===== src/rtl/fp4_widen_pkg.sv =====
package fp4_widen_pkg;
  typedef enum logic {FMT_BF16 = 1'b0, FMT_FP16 = 1'b1} half_fmt_e;

  localparam int unsigned HALF_W       = 16;
  localparam int unsigned CODE_W       = 4;
  localparam int unsigned BF16_MAN_TOP = 6;
  localparam int unsigned FP16_MAN_TOP = 9;
  localparam logic [15:0] BF16_BIAS    = 16'((127 - 1) << 7);
  localparam logic [15:0] FP16_BIAS    = 16'((15 - 1) << 10);
  localparam logic [15:0] BF16_HALF    = 16'h3F00;
  localparam logic [15:0] FP16_HALF    = 16'h3800;
endpackage


===== src/rtl/fp4_code_lane.sv =====
module fp4_code_lane
  import fp4_widen_pkg::*;
(
  input  logic [CODE_W-1:0] code,
  input  half_fmt_e         fmt,
  output logic [HALF_W-1:0] half
);
  logic [2:0]        mag;
  logic [HALF_W-1:0] sign_w;
  logic [HALF_W-1:0] placed;
  logic [HALF_W-1:0] bias;
  logic [HALF_W-1:0] half_const;

  assign mag    = code[2:0];
  assign sign_w = {code[3], {(HALF_W-1){1'b0}}};

  always_comb begin
    if (fmt == FMT_BF16) begin
      placed     = HALF_W'({mag, BF16_MAN_TOP'(0)});
      bias       = BF16_BIAS;
      half_const = BF16_HALF;
    end else begin
      placed     = HALF_W'({mag, FP16_MAN_TOP'(0)});
      bias       = FP16_BIAS;
      half_const = FP16_HALF;
    end
  end

  always_comb begin
    if (mag == 3'b001) begin
      half = sign_w | half_const;
    end else if (mag[2:1] != 2'b00) begin
      half = (sign_w | placed) + bias;
    end else begin
      half = sign_w;
    end
  end
endmodule


===== src/rtl/fp4_hold_reg.sv =====
module fp4_hold_reg #(
  parameter int unsigned W = 32
) (
  input  logic         clk,
  input  logic         rst_n,
  input  logic         up_valid,
  output logic         up_ready,
  input  logic [W-1:0] up_data,
  output logic         dn_valid,
  input  logic         dn_ready,
  output logic [W-1:0] dn_data
);
  logic         valid_q, valid_d;
  logic [W-1:0] data_q;
  logic         load_en;

  assign up_ready = !valid_q || dn_ready;
  assign load_en  = up_valid && up_ready;

  always_comb begin
    valid_d = valid_q;
    if (load_en) begin
      valid_d = 1'b1;
    end else if (dn_ready) begin
      valid_d = 1'b0;
    end
  end

  always_ff @(posedge clk or negedge rst_n) begin
    if (!rst_n) begin
      valid_q <= 1'b0;
    end else begin
      valid_q <= valid_d;
    end
  end

  always_ff @(posedge clk) begin
    if (load_en) begin
      data_q <= up_data;
    end
  end

  assign dn_valid = valid_q;
  assign dn_data  = data_q;
endmodule


===== src/rtl/fp4_pair_widener.sv =====
module fp4_pair_widener
  import fp4_widen_pkg::*;
#(
  parameter int unsigned BYTES = 1
) (
  input  logic                  clk,
  input  logic                  rst_n,
  input  logic                  in_valid,
  output logic                  in_ready,
  input  logic [8*BYTES-1:0]    in_data,
  input  logic                  in_fmt,
  output logic                  out_valid,
  input  logic                  out_ready,
  output logic [32*BYTES-1:0]   out_data
);
  localparam int unsigned LANES = 2 * BYTES;
  localparam int unsigned OUT_W = LANES * HALF_W;

  half_fmt_e        fmt;
  logic [OUT_W-1:0] conv;

  assign fmt = half_fmt_e'(in_fmt);

  for (genvar j = 0; j < LANES; j++) begin : g_lane
    fp4_code_lane u_lane (
      .code (in_data[CODE_W*j +: CODE_W]),
      .fmt  (fmt),
      .half (conv[HALF_W*j +: HALF_W])
    );
  end

  fp4_hold_reg #(.W(OUT_W)) u_stage (
    .clk      (clk),
    .rst_n    (rst_n),
    .up_valid (in_valid),
    .up_ready (in_ready),
    .up_data  (conv),
    .dn_valid (out_valid),
    .dn_ready (out_ready),
    .dn_data  (out_data)
  );
endmodule


===== config.mk =====
export PLATFORM = sky130hd
export DESIGN_NAME = fp4_pair_widener
export DESIGN_NICKNAME = d
export VERILOG_FILES = /design/src/rtl/fp4_widen_pkg.sv /design/src/rtl/fp4_code_lane.sv /design/src/rtl/fp4_hold_reg.sv /design/src/rtl/fp4_pair_widener.sv
export SDC_FILE = /design/constraint.sdc
export NUM_CORES = 1
export LEC_CHECK = 0
export BUFFER_PORTS_ARGS = -buffer_cell sky130_fd_sc_hd__buf_2
export CAP_MARGIN = 10
export CORE_MARGIN = 5
export CORE_UTILIZATION = 35
export DETAILED_ROUTE_END_ITERATION = 8
export GPL_TIMING_DRIVEN = 0
export MAX_ROUTING_LAYER = met4
export PLACE_DENSITY_LB_ADDON = 0.15
export SLEW_MARGIN = 20
export SYNTH_ARGS = -nofsm -noshare
export SYNTH_HDL_FRONTEND = slang
export SYNTH_SLANG_ARGS = --single-unit

===== constraint.sdc =====
create_clock -name clk -period 1.95 [get_ports clk]
set_clock_uncertainty 0.05 [all_clocks]
set_input_delay 0.0975 -clock clk [delete_from_list [all_inputs] [get_ports clk]]
set_output_delay 0.0975 -clock clk [all_outputs]
set_load 0.02 [all_outputs]

==> impl_metrics.csv <==
group,metric,value,unit
synth,ys_ff_latch,21,
cts,htree_levels,1,
timing,report.final.slew_viol_count,0,
global_route,overflow,0,
synth,yosys-top-cells-count,"edfxtp_1 (20), nor2_1 (14), buf_4 (13)",
cts,clk_pin_slew,0.11,ns
critical_path,critPathCaptureType,"register",
critical_path,cp-start-kind,"register",
pwr,switchingPower,0.256,mW
global_route,grt_pass1_vias,795,
pwr,internal_power,0.685,mW
cells_and_area,nets,153,
critical_path,path_class,"reg -> reg",
synth,ys_async_sr_fraction,4.76,%
die,rows,19,
cells_and_area,area_delta_synth_final,29.9,%
global_route,antenna_found_initial,0,
synth,synth-main-ff-cell,"edfxtp_1",
die,dieHeight,64.1,microns
place,numPortBuffers,32,
pwr,p_clk_share,21.9,%
critical_path,cp.arrival,1.57,ns
timing,period_needed,1.68,ns
synth,postSynthCellCount,86,
timing,hold_violations,0,
synth,synth_top_area_share,58.5,%
outcome,status,"finished clean",
routing,avgRoutedWirePerCell,12.0,microns
cts,clockRootBuffer,"clkbuf_4",
timing,max_clock_freq,594,MHz
global_route,grt_first_pass_wirelength,3.35,mm
routing,vias,747,
cts,cts_made_buffers,3,
pwr,power_frac_seq,57.0,%
cells_and_area,drive_gt1_share,38.0,%
cts,tritoncts,"built",
synth,yosys.area.top_type,"edfxtp_1",
cts,clk_latency,0.29,ns
pwr,ir_drop,360,uV
timing,slew_headroom,37.3,%
die,coreArea,2780,sq um
timing,setup_viol,0,
synth,yosys_warnings,0,
pwr,switching_share,27.2,%
place,gp_congestion,0.812,
synth,yosysSeqAreaShare,61.0,%
global_route,track_usage,10.4,%
synth,synthDistinctLibCells,22,
cts,postCtsSetupRepairBufs,0,
synth,synth_edf_count,20,
die,die_area,4110,sq um
critical_path,r2r_start,"u_stage.dn_valid",
timing,grt_setup_unrepaired,"no",
critical_path,path_cells,"nand2b_1, and2_1",
pwr,leakagePower,0.603,nW
critical_path,worstPathMaxFanout,20,
critical_path,slowest_delay,0.76,ns
routing,drt_iter0_markers,10,
place,dp_hpwl,1.47,mm
cts,clock_sinks,21,
critical_path,critPathLaunch,"u_stage.dn_valid",
timing,final.setup.tns,0,ns
timing,finalCritPeriodShare,86.3,%
synth,syn_area_per_cell,11.9,sq um
run,maxCapViolCount,0,
critical_path,cp_slowest_cell,"and2_1",
cts,cts_max_path_buffers,2,
global_route,grt_start_max_net_pins,21,
worst_hold_path,hp-class,"in -> async",
routing,vias_per_cell,4.45,
timing,tightestPinTransition,0.940,ns
pwr,p_per_area,706,nW/um^2
die,die_width,64.1,microns
cells_and_area,antenna_cells,0,
pwr,combPwrFrac,21.1,%
routing,ant_nets,0,
die,initial_core_util,36.9,%
timing,whs,0.0397,ns
routing,route.detailed.drc,0,
critical_path,critPathRequiredTime,1.83,ns
die,design.portCount,47,
routing,first_pass_iters,3,
synth,synth_most_common_cell,"edfxtp_1",
synth,syn_area,1030,sq um
synth,synth_area_leaders,"edfxtp_1 (59%), buf_4 (9.5%), nor2_1 (5.1%)",
routing,drt-total-wl,2.02,mm
[flip-flops by register name, indices dropped and copies added (netlist names)]
signal,flops
u_stage.dn_valid,1
u_stage.dn_data,20
[metal layers]
layer	global-route usage, %	up-vias	routed length, microns
li1	-	378	-
met1	11.3	332	805
met2	17.6	33	1000
met3	2.45	4	167
met4	5.60	0	41
met5	-	-	0
[placed cells by master, fill, tap and decap left out, drive strengths merged, types with 3 or more instances in the layout]
cell / instances
buf: 47
clkbuf: 4
conb: 12
dlygate4sd3: 4
edfxtp: 20
nand2: 3
nand2b: 7
nand4: 4
nor2: 14
o21ai: 4
[timing repair]
item,in CTS,in global routing
hold buffers,4,0
setup endpoints to repair,0,0
hold endpoints to repair,4,0
gates resized for setup,0,0
[path summary, 6_finish.rpt]
path / end / slack, ns / cells past startpoint
worst min register to register: u_stage.dn_valid / 0.50 / 2
worst max-delay path: u_stage.dn_data[23] / 0.27 / 2
max in group asynchronous: u_stage.dn_valid / 1.73 / 2
worst min-delay path: u_stage.dn_valid / 0.04 / 2
worst max register to register: u_stage.dn_data[23] / 0.27 / 2
min in group clk: u_stage.dn_valid / 0.04 / 3
[layout make-up]
cell class                      count  area (sq um)
Timing Repair Buffer               36           200
Fill cell                         262          1450
Tap cell                           31          38.8
Inverter                            2          7.51
Sequential cell                    21           626
Buffer                             15           120
Clock buffer                        4          26.3
Multi-Input combinational cell     59           314
[per-stage QoR]
stage	cell area [sq um]	util, %	setup slack [ns]	power (mW)	cells
finish	1330	47.9	0.266	0.940	168
global route	1330	47.9	0.126	0.993	168
CTS	1330	47.9	0.256	0.954	168
detailed placement	1270	45.5	0.282	0.739	160
global placement	1270	45.5	0.316	0.735	160
floorplan	1070	-	0.257	0.683	97
[cell families (layout without fill, tap and decap cells)]
group / after synthesis / in the layout / synth area share (%)
compound gates: 8 / 8 / 4.39
fa+ha+maj: 2 / 2 / 2.44
buf+inv: 17 / 57 / 12.4
flops: 21 / 21 / 61.0
other cells: 1 / 12 / 0.366
simple gates: 37 / 37 / 19.4
[worst max-delay path, delay by kind of cell (launching register included)]
kind | cells | cell delay, ns
AND/OR/NAND/NOR | 2 | 0.87
flip-flops | 1 | 0.40
[power by group through the flow]
stage | sequential, mW | combinational (mW) | clock, mW
after floorplan | 0.584 | 0.0990 | 0
after global placement | 0.545 | 0.190 | 0
after detailed placement | 0.547 | 0.192 | 0
after CTS | 0.537 | 0.199 | 0.218
after global routing | 0.539 | 0.220 | 0.234
final | 0.536 | 0.199 | 0.206
(Power assumes the default switching activity.)
